`src/rtl/lin_tx_guard.sv`:
```
module lin_tx_guard #(
  parameter int unsigned TIMEOUT_CYC = 20000
) (
  input  logic clk,
  input  logic rst_n,
  input  logic norm_mode,
  input  logic txd_in,
  input  logic tsd_flag,
  input  logic batt_low,
  input  logic batt_high,
  input  logic bus_rx,
  output logic drive_dom,
  output logic rxd_out
);
  localparam int CW = $clog2(TIMEOUT_CYC + 1);
  localparam logic [CW-1:0] CNT_MAX  = CW'(TIMEOUT_CYC);
  localparam logic [CW-1:0] CNT_FIRE = CW'(TIMEOUT_CYC - 1);

  logic [CW-1:0] low_cnt;
  logic to_lat, th_lat, uv_lat;
  logic tx_ok;

  always_ff @(posedge clk or negedge rst_n) begin
    if (!rst_n) begin
      low_cnt <= '0;
      to_lat  <= 1'b0;
      th_lat  <= 1'b0;
      uv_lat  <= 1'b0;
    end else if (!norm_mode) begin
      low_cnt <= '0;
      to_lat  <= 1'b0;
      th_lat  <= 1'b0;
      uv_lat  <= 1'b0;
    end else begin
      if (txd_in)                  low_cnt <= '0;
      else if (low_cnt != CNT_MAX) low_cnt <= low_cnt + 1'b1;

      if (txd_in)                  to_lat <= 1'b0;
      else if (low_cnt >= CNT_FIRE) to_lat <= 1'b1;

      if (tsd_flag)                th_lat <= 1'b1;
      else if (txd_in)             th_lat <= 1'b0;

      if (batt_low)                uv_lat <= 1'b1;
      else if (batt_high)          uv_lat <= 1'b0;
    end
  end

  assign tx_ok     = ~to_lat & ~th_lat & ~tsd_flag & ~batt_low & ~uv_lat;
  assign drive_dom = rst_n & norm_mode & ~txd_in & tx_ok;
  assign rxd_out   = ~norm_mode | bus_rx;

endmodule

```
`config.mk`:
```
export PLATFORM = sky130hd
export DESIGN_NAME = lin_tx_guard
export DESIGN_NICKNAME = d
export VERILOG_FILES = /design/src/rtl/lin_tx_guard.sv
export SDC_FILE = /design/constraint.sdc
export NUM_CORES = 1
export LEC_CHECK = 0
export ABC_CLOCK_PERIOD_IN_PS = 5100
export BUFFER_PORTS_ARGS = -buffer_cell sky130_fd_sc_hd__buf_2
export CORE_MARGIN = 2
export CORE_UTILIZATION = 35
export CTS_CLUSTER_SIZE = 10
export DETAILED_ROUTE_END_ITERATION = 16
export HOLD_SLACK_MARGIN = 0.02
export REMOVE_ABC_BUFFERS = 1
export SYNTH_ARGS = -nofsm -noshare
export SYNTH_HDL_FRONTEND = slang
export SYNTH_SLANG_ARGS = --single-unit
export TNS_END_PERCENT = 50
```
`constraint.sdc`:
```
create_clock -name clk -period 5.1 [get_ports clk]
set_clock_uncertainty 0.1 [all_clocks]
set_input_delay 0 -clock clk [delete_from_list [all_inputs] [get_ports clk]]
set_output_delay 0 -clock clk [all_outputs]
set_load 0.02 [all_outputs]
```
Yosys cells after proc, flatten, opt, wreduce, memory -nomap -nowiden. Cells that the tools add are included.

Bits in registers: 18. Input port bits: 8. Output and inout port bits: 2. Word-level logic and storage cells: 38.

Add/subtract/negate cells: 1. Magnitude comparators: 1. Equal/unequal tests: 5. Multiplexer cells: 12. Bitwise logic cells: 15.

Operators with widths (count): 15-bit two-way mux (3); 15-bit by 1-bit adder with 15-bit output (second input constant) (1); 15-bit >= comparator (second input constant) (1); 15-bit inequality test (second input constant) (1); 3-bit by 1-bit inequality test with 1-bit output (second input constant) (4); 1-bit two-way mux (9); 1-bit bitwise AND (7); 1-bit NOT (7); 1-bit bitwise OR (1).

Longest topological paths before layout. Gate-level depths: netlist of the first run.

Depth in word-level cells: 6. Depth in mapped cells: 6. Gate-level depth less buffers: 6.

Worst setup path before layout of the first run. No wires, ideal clock.

Kind: register -> output. Start point: register th_lat. End point: output port drive_dom. Arrival: 1.662 ns. Required time: 5.000 ns. Slack: 3.338 ns. Cell stages (with the launch flop): 3. Buffers on the path: 0. Path through: dfrtp_1 -> or4b_2 -> nor4_1.

Word-level cells in the longest chain between the ends: 6.

Ends and longest elaborated chain: start, declared (RTL line 20) `logic to_lat, th_lat, uv_lat;`; start signal, assigned (RTL line 27) `th_lat <= 1'b0;`; start signal, assigned (RTL line 32) `th_lat <= 1'b0;`; start signal, assigned (RTL line 41) `if (tsd_flag) th_lat <= 1'b1;`; 1-bit NOT (RTL line 49) `assign tx_ok = ~to_lat & ~th_lat & ~tsd_flag & ~batt_low & ~uv_lat;`; 1-bit bitwise AND (4 in a row) (RTL line 49); 1-bit bitwise AND (RTL line 50) `assign drive_dom = rst_n & norm_mode & ~txd_in & tx_ok;`; end, declared (RTL line 12) `output logic drive_dom,`.

Every way passes these cells.

Worst setup path in the final report of the first run.
Start point: input port rst_n. End point: output port drive_dom.

Word-level cells in the longest chain between the ends: 3.

Ends and longest elaborated chain: start, declared (RTL line 5) `input logic rst_n,`; 1-bit bitwise AND (3 in a row) (RTL line 50).

Every way passes these cells.

==> impl_metrics.env, run 1 <==
export IMPL_status="finished, final reports clean"
export IMPL_peakVddDrop_mv=0.137
export IMPL_crit_path_max_fanout=19
export IMPL_vias=836
export IMPL_drive_gt1_frac=0.129
export IMPL_synth_area_leaders="dfrtp_1 45%, xor2_1 5.3%, nor2_1 4.5%, nand2_1 3.8%, nor4_1 3.8%"
export IMPL_grtUsageTotal=0.142
export IMPL_viasPerCell=5.39
export IMPL_dieArea_um2=3290
export IMPL_cts_tree="yes"
export IMPL_htree_levels=1
export IMPL_finalPower_uw=235
export IMPL_synth_common_cells="18 x dfrtp_1, 12 x nor2_1, 10 x nand2_1"
export IMPL_synth_seq_area_share=0.452
export IMPL_critical_path_max_stage_delay_ns=0.63
export IMPL_power_density_nw_per_um2=204
export IMPL_yosys_warnings=0
export IMPL_drt_iter0_markers=29
export IMPL_critPathRequiredTime_ns=5.00
export IMPL_synth_edf_count=0
export IMPL_post_route_util=0.421
export IMPL_postSynthAreaPerCell_um2=9.14
export IMPL_wire_per_inst_um=13.0
export IMPL_r2r_start="low_cnt[1]$_DFFE_PN0P_"
export IMPL_clk_pin_slew_ns=0.10
export IMPL_yosysMostFrequentCell="dfrtp_1"
export IMPL_period_share=0.408
export IMPL_worst_pin_slew_ns=0.649
export IMPL_grt_remaining_overflow=0
export IMPL_netlist_area_leader_share=0.452
export IMPL_timing_slew_headroom=0.567
export IMPL_grt_max_degree=20
export IMPL_crit_cells=5
export IMPL_dp_hpwl_um=1400
export IMPL_synthArstFlopShare=1.00
export IMPL_ant_nets=0
export IMPL_final_cells=155
export IMPL_dominantRegCellSynth="dfrtp_1"
export IMPL_crit_family="buffers and inverters"
export IMPL_ys_ff_latch=18
export IMPL_dp_cells=146
export IMPL_drt_first_pass_iters=5
export IMPL_core_area_um2=2730
export IMPL_crit_buf_inv=3
export IMPL_path_class="primary input to output port"
export IMPL_critPathSlowestCell="or4b_2"
export IMPL_port_buffers=9
export IMPL_slew_violations=0
export IMPL_drt_total_wl_um=2010
export IMPL_cts_buffers=3
export IMPL_grt_pass1_wl_um=3680
export IMPL_ys_types=27
export IMPL_grt_setup_unrepaired="no"
export IMPL_finalHoldViolations=0
export IMPL_fp_dieH_um=57.3
export IMPL_cts_root_buf="clkbuf_4"
export IMPL_post_cts_buffers=0
export IMPL_path_cells="dlygate4sd3_1 > buf_2 > or4b_2 > nor4_1 > buf_2"
export IMPL_nFillCells=280
export IMPL_num_nets_final=136
export IMPL_crit_arrival_ns=1.98
export IMPL_start_util=0.364
export IMPL_antenna_found_initial=0
export IMPL_ios=10
export IMPL_reg2reg_depth=5
export IMPL_max_freq_ghz=0.481
export IMPL_grt_pass1_vias=820
export IMPL_leakage_nw=0.453
export IMPL_rows=19
export IMPL_die_width_um=57.3
export IMPL_r2r_slack_ns=3.24
export IMPL_cts_num_sinks=18
export IMPL_clock_latency_ns=0.29
export IMPL_min_delay_path_class="primary input to async pin"
export IMPL_area_growth_pct=15.6
export IMPL_clockBufferDepth=2
export IMPL_fin_crit_ns=2.08
export IMPL_path_common_cell="buf_2"
export IMPL_setup_violations=0
export IMPL_drc=0
export IMPL_worstSetupStartpointType="primary input"
export IMPL_synth_top_area_cell="dfrtp_1"
export IMPL_synthCells=109
export IMPL_cap_violations=0
export IMPL_routabilityCongestion=0.760
export IMPL_hold_slack_ns=0.0691
export IMPL_n_antenna_cell=0
export IMPL_cts_resized_gates=0
export IMPL_r2r_end="low_cnt[12]$_DFFE_PN0P_"
export IMPL_synth_area_um2=996
export IMPL_fin_tns_setup_ns=0
export IMPL_end_kind="output port"
-- where the power goes --
group          switching (mW)  internal [mW]
Combinational          0.0108        0.00895
Clock                  0.0418         0.0274
Sequential            0.00172          0.144
-- per-layer routing --
metal	share of wire	global-route usage	wire length [µm]	up-vias
met5	0	0	0	-
met4	0.012	0.0399	25	0
met3	0.042	0.0340	85	2
met2	0.43	0.221	868	19
met1	0.51	0.199	1030	399
li1	-	-	-	416
-- through the flow --
stage | setup slack, ns | instance area (µm²)
after CTS | 2.99 | 1150
after detailed placement | 3.26 | 1070
after global routing | 2.86 | 1150
after floorplan | 3.34 | 985
after global placement | 3.30 | 1070
final | 3.02 | 1150
-- placed cells by master (no fill, tap or decap), types with 2 or more instances in the layout --
master          n
nor4_1          6
dlygate4sd3_1   6
nand4_1         4
nand2b_1        4
buf_2           9
o31ai_1         2
and4_1          3
o21a_1          2
dfrtp_1        18
a21oi_1         4
nor3_1          3
nand3_1         6
nor2b_1         3
inv_1           5
nand2_1        10
xor2_1          6
xnor2_1         3
ha_1            2
clkbuf_4        3
o21ai_0         5
nor2_1         12
-- sequential cells by signal, indices dropped and copies added (netlist names) --
signal,count
to_lat,1
low_cnt,15
uv_lat,1
th_lat,1
-- worst max-delay path by stage --
stage / start / to / slack [ns]
finish: rst_n / drive_dom / 3.02
global route: rst_n / drive_dom / 2.86
CTS: rst_n / drive_dom / 2.99
detailed placement: low_cnt[1]$_DFFE_PN0P_ / low_cnt[12]$_DFFE_PN0P_ / 3.26
global placement: low_cnt[7]$_DFFE_PN0P_ / low_cnt[1]$_DFFE_PN0P_ / 3.30
floorplan: th_lat$_DFFE_PN0P_ / drive_dom / 3.34
-- cell type report --
class                      instances  area, µm²  area share
inverter                           5       18.8      0.0163
tap                               31       38.8      0.0337
clock buffer                       3       22.5      0.0196
multi-input combinational         83        515       0.448
sequential                        18        450       0.391
timing repair buffer              15        105      0.0913
-- logic make-up (layout without fill, tap and decap cells) --
group,count (synthesis),after routing,share of synthesized area
DFF,18,18,0.452
AOI/OAI and AO/OA,15,15,0.0967
buffers and inverters,8,23,0.0302
adders and majority gates,2,2,0.0251
xor gates and xnor gates,9,9,0.0792
and+or+nand+nor,57,57,0.317
-- timing repair --
| item | 4_1_cts | 5_1_grt |
|---|---|---|
| endpoints found under the setup margin | 0 | 0 |
| endpoints found under the hold margin | 23 | 0 |
| hold buffers | 6 | 0 |
(Power assumes the default switching activity.)
==> run 2, diff against run 1 <==
--- a/config.mk
+++ b/config.mk
@@ -5,7 +5,7 @@
 export SDC_FILE = /design/constraint.sdc
 export NUM_CORES = 1
 export LEC_CHECK = 0
-export ABC_CLOCK_PERIOD_IN_PS = 5100
+export ABC_CLOCK_PERIOD_IN_PS = 2120
 export BUFFER_PORTS_ARGS = -buffer_cell sky130_fd_sc_hd__buf_2
 export CORE_MARGIN = 2
 export CORE_UTILIZATION = 35
==> constraint.sdc (replaced) <==
create_clock -name clk -period 2.12 [get_ports clk]
set_clock_uncertainty 0.1 [all_clocks]
set_input_delay 0 -clock clk [delete_from_list [all_inputs] [get_ports clk]]
set_output_delay 0 -clock clk [all_outputs]
set_load 0.02 [all_outputs]
==> impl_metrics.env, run 2 (synthesized netlist as in run 1, its figures left out) <==
export IMPL_drt_first_pass_iters=5
export IMPL_start_util=0.364
export IMPL_cts_tree="yes"
export IMPL_leakage_nw=0.470
export IMPL_htree_levels=1
export IMPL_fp_dieH_um=57.3
export IMPL_die_width_um=57.3
export IMPL_clockBufferDepth=2
export IMPL_cts_root_buf="clkbuf_4"
export IMPL_grt_max_degree=19
export IMPL_grtUsageTotal=0.152
export IMPL_crit_arrival_ns=1.81
export IMPL_slew_violations=0
export IMPL_final_cells=158
export IMPL_drt_total_wl_um=2120
export IMPL_dp_worst_setup_slack_ns=0.330
export IMPL_post_cts_buffers=0
export IMPL_timing_slew_headroom=0.554
export IMPL_cts_hold_fix_buffers=6
export IMPL_rows=19
export IMPL_finalHoldViolations=0
export IMPL_area_growth_pct=18.5
export IMPL_n_antenna_cell=0
export IMPL_crit_path_max_fanout=2
export IMPL_largest_reg_flops=15
export IMPL_grt_setup_unrepaired="no"
export IMPL_viasPerCell=5.38
export IMPL_grt_pass1_vias=846
export IMPL_end_kind="output port"
export IMPL_critPathRequiredTime_ns=2.02
export IMPL_critical_path_max_stage_delay_ns=0.64
export IMPL_worst_slack_ns=0.207
export IMPL_grt_pass1_wl_um=3850
export IMPL_power_density_nw_per_um2=524
export IMPL_num_nets_final=138
export IMPL_worst_pin_slew_ns=0.669
export IMPL_cap_violations=0
export IMPL_max_freq_ghz=0.523
export IMPL_crit_family="simple AND/OR/NAND/NOR gates"
export IMPL_min_delay_path_class="primary input to register"
export IMPL_ios=10
export IMPL_wire_per_inst_um=13.4
export IMPL_drc=0
export IMPL_crit_buf_inv=1
export IMPL_path_cells="or4b_2 > nor4_1 > buf_2"
export IMPL_clock_latency_ns=0.30
export IMPL_ant_nets=0
export IMPL_vias=850
export IMPL_routabilityCongestion=0.832
export IMPL_path_class="register to output port"
export IMPL_fin_crit_ns=1.91
export IMPL_period_share=0.902
export IMPL_peakVddDrop_mv=0.267
export IMPL_dp_cells=148
export IMPL_dieArea_um2=3290
export IMPL_cts_buffers=3
export IMPL_fin_tns_setup_ns=0
export IMPL_cts_num_sinks=18
export IMPL_grt_remaining_overflow=0
export IMPL_clk_pin_slew_ns=0.11
export IMPL_drive_gt1_frac=0.150
export IMPL_antenna_found_initial=0
export IMPL_dp_hpwl_um=1500
export IMPL_top_register="low_cnt"
export IMPL_cts_resized_gates=0
export IMPL_port_buffers=9
export IMPL_setup_violations=0
export IMPL_worstSetupStartpointType="register"
export IMPL_status="finished, final reports clean"
export IMPL_drt_iter0_markers=28
export IMPL_layout_common_cells="18 x dfrtp_1, 12 x nor2_1, 10 x nand2_1, 9 x buf_2"
export IMPL_critPathSlowestCell="or4b_2"
export IMPL_final_common_cell="dfrtp_1"
export IMPL_core_area_um2=2730
run 2: worst paths after layout:
check,endpoint,slack (ns),from,cells after the start
min reg2reg,to_lat$_DFFE_PN0P_,0.45,to_lat$_DFFE_PN0P_,2
max in group asynchronous,low_cnt[6]$_DFFE_PN0P_,1.63,rst_n,3
min,low_cnt[13]$_DFFE_PN0P_,0.05,norm_mode,4
max,drive_dom,0.21,th_lat$_DFFE_PN0P_,3
max reg2reg,low_cnt[1]$_DFFE_PN0P_,0.30,low_cnt[7]$_DFFE_PN0P_,4
min in group asynchronous,low_cnt[12]$_DFFE_PN0P_,0.09,rst_n,3
run 2: metrics by stage:
stage               hold slack, ns   util  area [µm²]  total power, mW
finish                      0.0515  0.432        1180            0.618
global placement            -0.114  0.396        1080            0.397
global route                0.0671  0.432        1180            0.650
floorplan                   -0.396      -         985            0.376
CTS                         0.0466  0.432        1180            0.626
detailed placement          -0.110  0.396        1080            0.399
run 2: layout make-up:
class,instances,area (µm²)
clock buffer,4,36.3
inverter,5,18.8
fill,260,1550
sequential,18,450
tap,31,38.8
multi-input combinational,83,515
timing repair buffer,17,120
run 2: tightest hold or removal path, cell delays in order:
cell and delay [ns]:
buf_2 0.13, nor2b_1 0.17, nand2_1 0.07, o21ai_0 0.06
run 2: report_power, final:
part           internal, mW  switching [mW]
registers             0.347         0.00436
clock network         0.105           0.113
logic                0.0228          0.0261
run 2: routing by layer:
metal  track usage  vias to the layer above  share of wire
li1              -                      427              -
met1         0.191                      397           0.49
met2         0.248                       24           0.46
met3        0.0499                        2          0.049
met4        0.0465                        0         0.0085
met5             0                        -              0
